`src/rtl/pcfg_pkg.sv`:
```
package pcfg_pkg;

    localparam int ADDR_W = 12;
    localparam int DATA_W = 32;
    localparam int TID_W  = 2;
    localparam int STAT_W = 3;

    typedef enum logic [1:0] {
        XF_CFG_RD = 2'b00,
        XF_CFG_WR = 2'b01,
        XF_STS_RD = 2'b10,
        XF_RESET  = 2'b11
    } xfer_t;

    localparam logic [STAT_W-1:0] ST_OK       = 3'b000;
    localparam logic [STAT_W-1:0] ST_BAD_ID   = 3'b001;
    localparam logic [STAT_W-1:0] ST_MISALIGN = 3'b010;
    localparam logic [STAT_W-1:0] ST_LOCKED   = 3'b011;
    localparam logic [STAT_W-1:0] ST_TIMEOUT  = 3'b100;

    typedef struct packed {
        logic [TID_W-1:0]  tid;
        xfer_t             xfer;
        logic [ADDR_W-1:0] addr;
    } cmd_t;

    // Kinds that carry a real register address
    function automatic logic uses_addr(xfer_t x);
        return (x == XF_CFG_RD) || (x == XF_CFG_WR);
    endfunction

    function automatic cmd_t decode_ctl(logic [DATA_W-1:0] w);
        cmd_t c;
        c.tid  = w[20:19];
        c.xfer = xfer_t'(w[17:16]);
        c.addr = w[ADDR_W-1:0];
        return c;
    endfunction

    function automatic logic [DATA_W-1:0] encode_ctl(logic busy, logic [STAT_W-1:0] st, cmd_t c);
        return {busy, st, 7'b0, c.tid, 1'b0, c.xfer, 4'b0, c.addr};
    endfunction

endpackage

```
`src/rtl/pcfg_check.sv`:
```
module pcfg_check
    import pcfg_pkg::*;
#(
    parameter logic [ADDR_W-1:0] LOCK_TOP = 12'h7FF,
    parameter int                NUM_TGT  = 2
) (
    input  cmd_t               cmd,
    input  logic               strap_second_en,
    input  logic               lock_low,
    input  logic [NUM_TGT-1:0] recov_flag,
    output logic               reject,
    output logic [STAT_W-1:0]  reject_code
);

    logic [NUM_TGT-1:0] tgt_present;
    logic               id_bad;
    logic               misaligned;
    logic               write_locked;

    generate
        for (genvar g = 0; g < NUM_TGT; g++) begin : g_tgt
            if (g == 0) begin : g_first
                assign tgt_present[g] = 1'b1;
            end else begin : g_extra
                assign tgt_present[g] = strap_second_en;
            end
        end
    endgenerate

    always_comb begin
        id_bad = 1'b1;
        for (int i = 0; i < NUM_TGT; i++) begin
            if (int'(cmd.tid) == i && tgt_present[i]) id_bad = 1'b0;
        end
    end

    assign misaligned = uses_addr(cmd.xfer) && (cmd.addr[1:0] != 2'b00);

    always_comb begin
        write_locked = 1'b0;
        if (cmd.xfer == XF_CFG_WR && cmd.addr <= LOCK_TOP && lock_low) begin
            write_locked = 1'b1;
            for (int i = 0; i < NUM_TGT; i++) begin
                if (int'(cmd.tid) == i && recov_flag[i]) write_locked = 1'b0;
            end
        end
    end

    // Priority: target number, then alignment, then lock
    always_comb begin
        reject      = 1'b1;
        reject_code = ST_OK;
        if (id_bad)            reject_code = ST_BAD_ID;
        else if (misaligned)   reject_code = ST_MISALIGN;
        else if (write_locked) reject_code = ST_LOCKED;
        else                   reject      = 1'b0;
    end

endmodule

```
`src/rtl/pcfg_seq.sv`:
```
module pcfg_seq
    import pcfg_pkg::*;
#(
    parameter int TIMEOUT_CYC = 1024
) (
    input  logic              clk,
    input  logic              rst,
    input  logic              start,
    input  logic              reject,
    input  logic [STAT_W-1:0] reject_code,
    input  logic              req_ready,
    input  logic              rsp_valid,
    input  logic [STAT_W-1:0] rsp_status,
    output logic              req_valid,
    output logic              done,
    output logic [STAT_W-1:0] done_code,
    output logic              done_rsp
);

    localparam int CNT_W = $clog2(TIMEOUT_CYC + 1);
    localparam logic [CNT_W-1:0] CNT_LAST = CNT_W'(TIMEOUT_CYC - 1);

    typedef enum logic [1:0] {S_IDLE, S_CHECK, S_ISSUE, S_WAIT} seq_st_t;

    seq_st_t          state_q, state_d;
    logic [CNT_W-1:0] cnt_q;
    logic             in_flight;
    logic             tmo_hit;

    assign in_flight = (state_q == S_ISSUE) || (state_q == S_WAIT);
    assign tmo_hit   = in_flight && (cnt_q == CNT_LAST);
    assign req_valid = (state_q == S_ISSUE);

    always_comb begin
        state_d   = state_q;
        done      = 1'b0;
        done_code = ST_OK;
        done_rsp  = 1'b0;
        case (state_q)
            S_IDLE:  if (start) state_d = S_CHECK;
            S_CHECK: begin
                if (reject) begin
                    done      = 1'b1;
                    done_code = reject_code;
                    state_d   = S_IDLE;
                end else begin
                    state_d = S_ISSUE;
                end
            end
            S_ISSUE: begin
                if (tmo_hit) begin
                    done      = 1'b1;
                    done_code = ST_TIMEOUT;
                    state_d   = S_IDLE;
                end else if (req_ready) begin
                    state_d = S_WAIT;
                end
            end
            S_WAIT: begin
                if (rsp_valid) begin
                    done      = 1'b1;
                    done_code = rsp_status;
                    done_rsp  = 1'b1;
                    state_d   = S_IDLE;
                end else if (tmo_hit) begin
                    done      = 1'b1;
                    done_code = ST_TIMEOUT;
                    state_d   = S_IDLE;
                end
            end
            default: state_d = S_IDLE;
        endcase
    end

    always_ff @(posedge clk) begin
        if (rst) begin
            state_q <= S_IDLE;
            cnt_q   <= '0;
        end else begin
            state_q <= state_d;
            if (state_q == S_CHECK) cnt_q <= '0;
            else if (in_flight && !tmo_hit) cnt_q <= cnt_q + 1'b1;
        end
    end

    AST_REQ_HOLD: assert property (@(posedge clk) disable iff (rst)
        (req_valid && !req_ready && !tmo_hit) |=> req_valid);
    AST_TIMER_BOUND: assert property (@(posedge clk) disable iff (rst)
        in_flight |-> (cnt_q < CNT_W'(TIMEOUT_CYC)));
    AST_TIMEOUT_ENDS: assert property (@(posedge clk) disable iff (rst)
        (tmo_hit && !(state_q == S_WAIT && rsp_valid)) |=> !req_valid && state_q == S_IDLE);
    AST_SINGLE_DONE: assert property (@(posedge clk) disable iff (rst)
        done |=> !done);

endmodule

```
`src/rtl/pcfg_engine.sv`:
```
module pcfg_engine
    import pcfg_pkg::*;
#(
    parameter int                TIMEOUT_CYC = 1024,
    parameter logic [ADDR_W-1:0] LOCK_TOP    = 12'h7FF
) (
    input  logic              clk,
    input  logic              rst,
    input  logic              strap_second_en,
    input  logic              lock_low,
    input  logic [1:0]        recov_flag,
    input  logic              reg_wr_en,
    input  logic              reg_wr_sel,
    input  logic [31:0]       reg_wdata,
    output logic [31:0]       ctl_rdata,
    output logic [31:0]       dat_rdata,
    output logic              req_valid,
    input  logic              req_ready,
    output logic [1:0]        req_id,
    output logic [1:0]        req_type,
    output logic [11:0]       req_addr,
    output logic [31:0]       req_wdata,
    input  logic              rsp_valid,
    input  logic [2:0]        rsp_status,
    input  logic [31:0]       rsp_data
);

    localparam int HALF_W = DATA_W / 2;

    cmd_t              cmd_q;
    logic              busy_q;
    logic [STAT_W-1:0] stat_q;
    logic [DATA_W-1:0] data_q;

    logic              ctl_wr, dat_wr, launch;
    logic              reject;
    logic [STAT_W-1:0] reject_code;
    logic              seq_done, seq_rsp;
    logic [STAT_W-1:0] seq_code;
    logic [DATA_W-1:0] rd_load;
    logic              unused_bits;

    assign ctl_wr = reg_wr_en && !reg_wr_sel;
    assign dat_wr = reg_wr_en &&  reg_wr_sel;
    assign launch = ctl_wr && !busy_q && reg_wdata[31];
    assign unused_bits = ^{reg_wdata[27:21], reg_wdata[18], reg_wdata[15:12]};

    pcfg_check #(
        .LOCK_TOP (LOCK_TOP),
        .NUM_TGT  (2)
    ) u_check (
        .cmd             (cmd_q),
        .strap_second_en (strap_second_en),
        .lock_low        (lock_low),
        .recov_flag      (recov_flag),
        .reject          (reject),
        .reject_code     (reject_code)
    );

    pcfg_seq #(
        .TIMEOUT_CYC (TIMEOUT_CYC)
    ) u_seq (
        .clk         (clk),
        .rst         (rst),
        .start       (launch),
        .reject      (reject),
        .reject_code (reject_code),
        .req_ready   (req_ready),
        .rsp_valid   (rsp_valid),
        .rsp_status  (rsp_status),
        .req_valid   (req_valid),
        .done        (seq_done),
        .done_code   (seq_code),
        .done_rsp    (seq_rsp)
    );

    // Data loaded on a clean response, by kind
    always_comb begin
        rd_load = data_q;
        if (seq_rsp && seq_code == ST_OK) begin
            case (cmd_q.xfer)
                XF_CFG_RD: rd_load = rsp_data;
                XF_STS_RD: rd_load = {{HALF_W{1'b0}}, rsp_data[HALF_W-1:0]};
                default:   rd_load = data_q;
            endcase
        end
    end

    always_ff @(posedge clk) begin
        if (rst) begin
            cmd_q  <= '0;
            busy_q <= 1'b0;
            stat_q <= ST_OK;
            data_q <= '0;
        end else begin
            if (ctl_wr)           stat_q <= stat_q & ~reg_wdata[30:28];
            if (ctl_wr && !busy_q) cmd_q <= decode_ctl(reg_wdata);
            if (launch)           busy_q <= 1'b1;
            if (dat_wr && !busy_q) data_q <= reg_wdata;
            if (seq_done) begin
                busy_q <= 1'b0;
                stat_q <= seq_code;
                data_q <= rd_load;
            end
        end
    end

    assign ctl_rdata = encode_ctl(busy_q, stat_q, cmd_q);
    assign dat_rdata = data_q;
    assign req_id    = cmd_q.tid;
    assign req_type  = cmd_q.xfer;
    assign req_addr  = uses_addr(cmd_q.xfer) ? cmd_q.addr : '0;
    assign req_wdata = data_q;

    AST_BUSY_ON_REQ: assert property (@(posedge clk) disable iff (rst)
        req_valid |-> busy_q);
    AST_REQ_STABLE: assert property (@(posedge clk) disable iff (rst)
        (req_valid && !req_ready) |=> $stable(req_addr) && $stable(req_wdata) && $stable(req_id));
    AST_ID_LEGAL: assert property (@(posedge clk) disable iff (rst)
        req_valid |-> (req_id == 2'd0 || (req_id == 2'd1 && strap_second_en)));
    AST_ALIGNED: assert property (@(posedge clk) disable iff (rst)
        (req_valid && !req_type[1]) |-> req_addr[1:0] == 2'b00);
    AST_ZERO_ADDR: assert property (@(posedge clk) disable iff (rst)
        (req_valid && req_type[1]) |-> req_addr == '0);
    AST_LOCK_POLICY: assert property (@(posedge clk) disable iff (rst)
        (req_valid && req_type == 2'b01 && req_addr <= LOCK_TOP) |-> (!lock_low || recov_flag[req_id[0]]));
    AST_DATA_HOLD: assert property (@(posedge clk) disable iff (rst)
        (busy_q && !seq_done) |=> $stable(data_q));

endmodule

```
`config.mk`:
```
export PLATFORM = sky130hd
export DESIGN_NAME = pcfg_engine
export DESIGN_NICKNAME = d
export VERILOG_FILES = /design/src/rtl/pcfg_pkg.sv /design/src/rtl/pcfg_check.sv /design/src/rtl/pcfg_seq.sv /design/src/rtl/pcfg_engine.sv
export SDC_FILE = /design/constraint.sdc
export NUM_CORES = 1
export LEC_CHECK = 0
export BUFFER_PORTS_ARGS = -buffer_cell sky130_fd_sc_hd__buf_4
export CAP_MARGIN = 10
export CORE_ASPECT_RATIO = 1.25
export CORE_UTILIZATION = 45
export CTS_CLUSTER_SIZE = 10
export DETAILED_ROUTE_END_ITERATION = 16
export PLACE_DENSITY_LB_ADDON = 0.12
export SLEW_MARGIN = 20
export SYNTH_ARGS = -nofsm -noshare
export SYNTH_HDL_FRONTEND = slang
export SYNTH_SLANG_ARGS = --single-unit
export TNS_END_PERCENT = 100
```
`constraint.sdc`:
```
create_clock -name clk -period 2.6 [get_ports clk]
set_input_delay 0.39 -clock clk [delete_from_list [all_inputs] [get_ports clk]]
set_output_delay 0.39 -clock clk [all_outputs]
set_load 0.02 [all_outputs]
```
==> results.ini <==
[worst_setup_path]
crit_path_start = req_type[1]
critPathMaxFanout = 17
r2r_cells = 5
timing.rr.start = req_type[1]
reg2reg_to = dat_rdata[19]
start_kind = flop
arrival_ns = 2.46
critPathKind = reg -> reg
worstPathRequired_ns = 2.82
endpoint_kind = flop
r2r_slack_ns = 0.36

[clock_network]
post_cts_buffers = 0
clk_path_buf_depth = 2
clk_pin_slew_ns = 0.07
htree_levels = 3
cts_made_buffers = 9
cts.sinks = 65
post_cts_resize_count = 0
cts.hold.buffers_added = 0
cts_tree = built
ctsRootBufferMaster = clkbuf_8
clk_latency_ns = 0.33

[timing]
max_freq_ghz = 0.447
rsz0062_at_grt = no
min_period_ns = 2.24
setup_slack_ns = 0.364
max-slew-margin-rel_pct = 49.6
drv_slew = 0
finClkSkew_ns = 0.00613
finalHoldViolations = 0
worst_pin_slew_ns = 0.751
fin_tns_setup_ns = 0
setup_violations = 0
min_period_over_period_pct = 86.0

[drt]
ant_nets = 0
vias = 3445
vias_per_cell = 5.36
drc = 0
wl_per_cell_um = 15.2
wirelength_um = 9810
dr.pass1.iters = 4
first_iter_violations = 143

[power]
sw_frac_of_total_pct = 29.2
power.share.clock_pct = 32.8
seqPwrFrac_pct = 43.6
leakage_uw = 0.00208
power_density_mw_per_mm2 = 543
ir_drop_uv = 339
p_int_uw = 1790
switchingPower_uw = 738
comb_power_share_pct = 23.5

[outcome]
status = finished, final reports clean

[worst_hold_path]
hp-class = in -> reg
hold_depth = 3
hold_start = reg_wdata[2]
hold_end = ctl_rdata[2]

[logic_synthesis]
yosysSeqAreaShare_pct = 38.1
synthCells = 417
synth_enable_flop_cells = 0
yosysWarnings = 0
synth-seq-cells = 65
yosys.cell_types.count = 50
synth-main-ff-cell = dfxtp_1
synthArstFlopShare_pct = 0
synth_area_mm2 = 0.00342
postSynthAreaPerCell_um2 = 8.19

[global_route]
grt_pass1_vias = 3161
grt_antenna_before_repair = 0
grt_pass1_wl_um = 15200
grt-ovfl-total = 0
grt_max_degree = 56
grt_usage_pct = 24.7

[floorplan]
dieHeight_um = 99.4
rows = 35
die-area_mm2 = 0.00795
top_level_ports = 190
die_w_um = 79.9
core_mm2 = 0.00736
start_util_pct = 46.4

[flow_run]
maxCapViolCount = 0

[placement]
place_congestion = 0.827
place_area_mm2 = 0.00446
hpwl_um = 7370
io_buffers = 177
pre_cts_slack_ns = 0.393

[finish]
fin_area_mm2 = 0.00465
antenna_cells = 0
nNetsFinal = 624
area_growth_pct = 36.2
n_fill_cell = 692
drive_above_1_share_pct = 38.3

flip-flops by register name, summed over array words and instances (netlist names):
register and count:
busy_q 1, ctl_rdata 12, dat_rdata 32, req_id 2
req_type 2, stat_q 3, u_seq.cnt_q 11, u_seq.state_q 2
power groups by stage:
stage | combinational [uW] | sequential, uW | clock [uW]
2_1_floorplan | 326 | 1170 | 0
3_3_place_gp | 591 | 1120 | 0
3_5_place_dp | 596 | 1130 | 0
4_1_cts | 597 | 1100 | 850
5_1_grt | 635 | 1110 | 893
6_report | 594 | 1100 | 830
logic make-up after synthesis:
logic type      synth area share, %
mux                           0.586
fa+ha+maj                     0.366
compound gates                 20.5
simple gates                   23.2
xor+xnor                       2.05
other cells                   0.110
buf+inv                        15.2
flops                          38.1
stage by stage:
| stage | instances | hold slack [ns] | utilization (%) | power (uW) |
|---|---|---|---|---|
| 2_1_floorplan | 428 | 0.448 | - | 1500 |
| 3_3_place_gp | 627 | 0.459 | 60.7 | 1720 |
| 3_5_place_dp | 627 | 0.460 | 60.7 | 1720 |
| 4_1_cts | 643 | 0.311 | 63.2 | 2550 |
| 5_1_grt | 643 | 0.313 | 63.2 | 2640 |
| 6_report | 643 | 0.319 | 63.2 | 2530 |
placed cells by master (no fill, tap or decap), drive strengths merged, types with 2 or more instances in the layout:
cell and instances:
buf 185, nand2 77, dfxtp 65, a21oi 35, a31oi 20, o21ai 19, nand4 18, nor2b 16
o221a 16, nor2 15, clkbuf 13, conb 12, nor3 8, xnor2 7, nand3 4, inv 3
nor4 3, or3 3, nand2b 2, and3 2, mux2i 2, and2 2, nand3b 2, o32ai 2
clkinv 2
final cells by class:
class	instances	area (um2)	share of cell area, %
multi-input cells	282	1650	35.4
repair buffers	185	1390	29.8
flip-flops and latches	65	1300	28.0
clock buffers	13	149	3.20
well taps	92	115	2.47
clock inverters	3	40.0	0.860
inverters	3	11.3	0.242
critical path: stages (launching register included):
cell and delay (ns):
dfxtp_1 0.41, nor4bb_1 0.39, a2111o_1 0.26, and2_1 0.63, nor2_8 0.15, o221a_2 0.28
synthesized netlist by cell type (all sizes together) (4+ instances only):
cell type,number,area (um2)
clkbuf,21,78.8
a31oi,20,140
nand4,18,128
nor2b,16,100
xnor2,7,61.3
dfxtp,65,1300
nor2,15,72.6
a21oi,35,175
o221a,16,180
o21ai,19,95.1
nor3,8,40.0
nand2,77,289
buf,57,428
nand3,4,20.0
per-layer routing:
layer	GRT usage (%)	routed length (um)	vias to the layer above
met5	0	0	-
met4	11.8	288	0
met3	4.04	681	19
met2	44.0	4980	149
met1	28.2	3850	1603
li1	-	-	1674
how the worst max path moves through the flow:
stage          slack [ns]  depth (start not counted)       endpoint
6_report             0.36                          5  dat_rdata[19]
5_1_grt              0.25                          5  dat_rdata[31]
3_5_place_dp         0.39                          5  dat_rdata[19]
4_1_cts              0.38                          5  dat_rdata[19]
2_1_floorplan        0.69                          7  dat_rdata[14]
3_3_place_gp         0.47                          5  dat_rdata[17]
No activity file was read; power rests on OpenSTA's default activity.
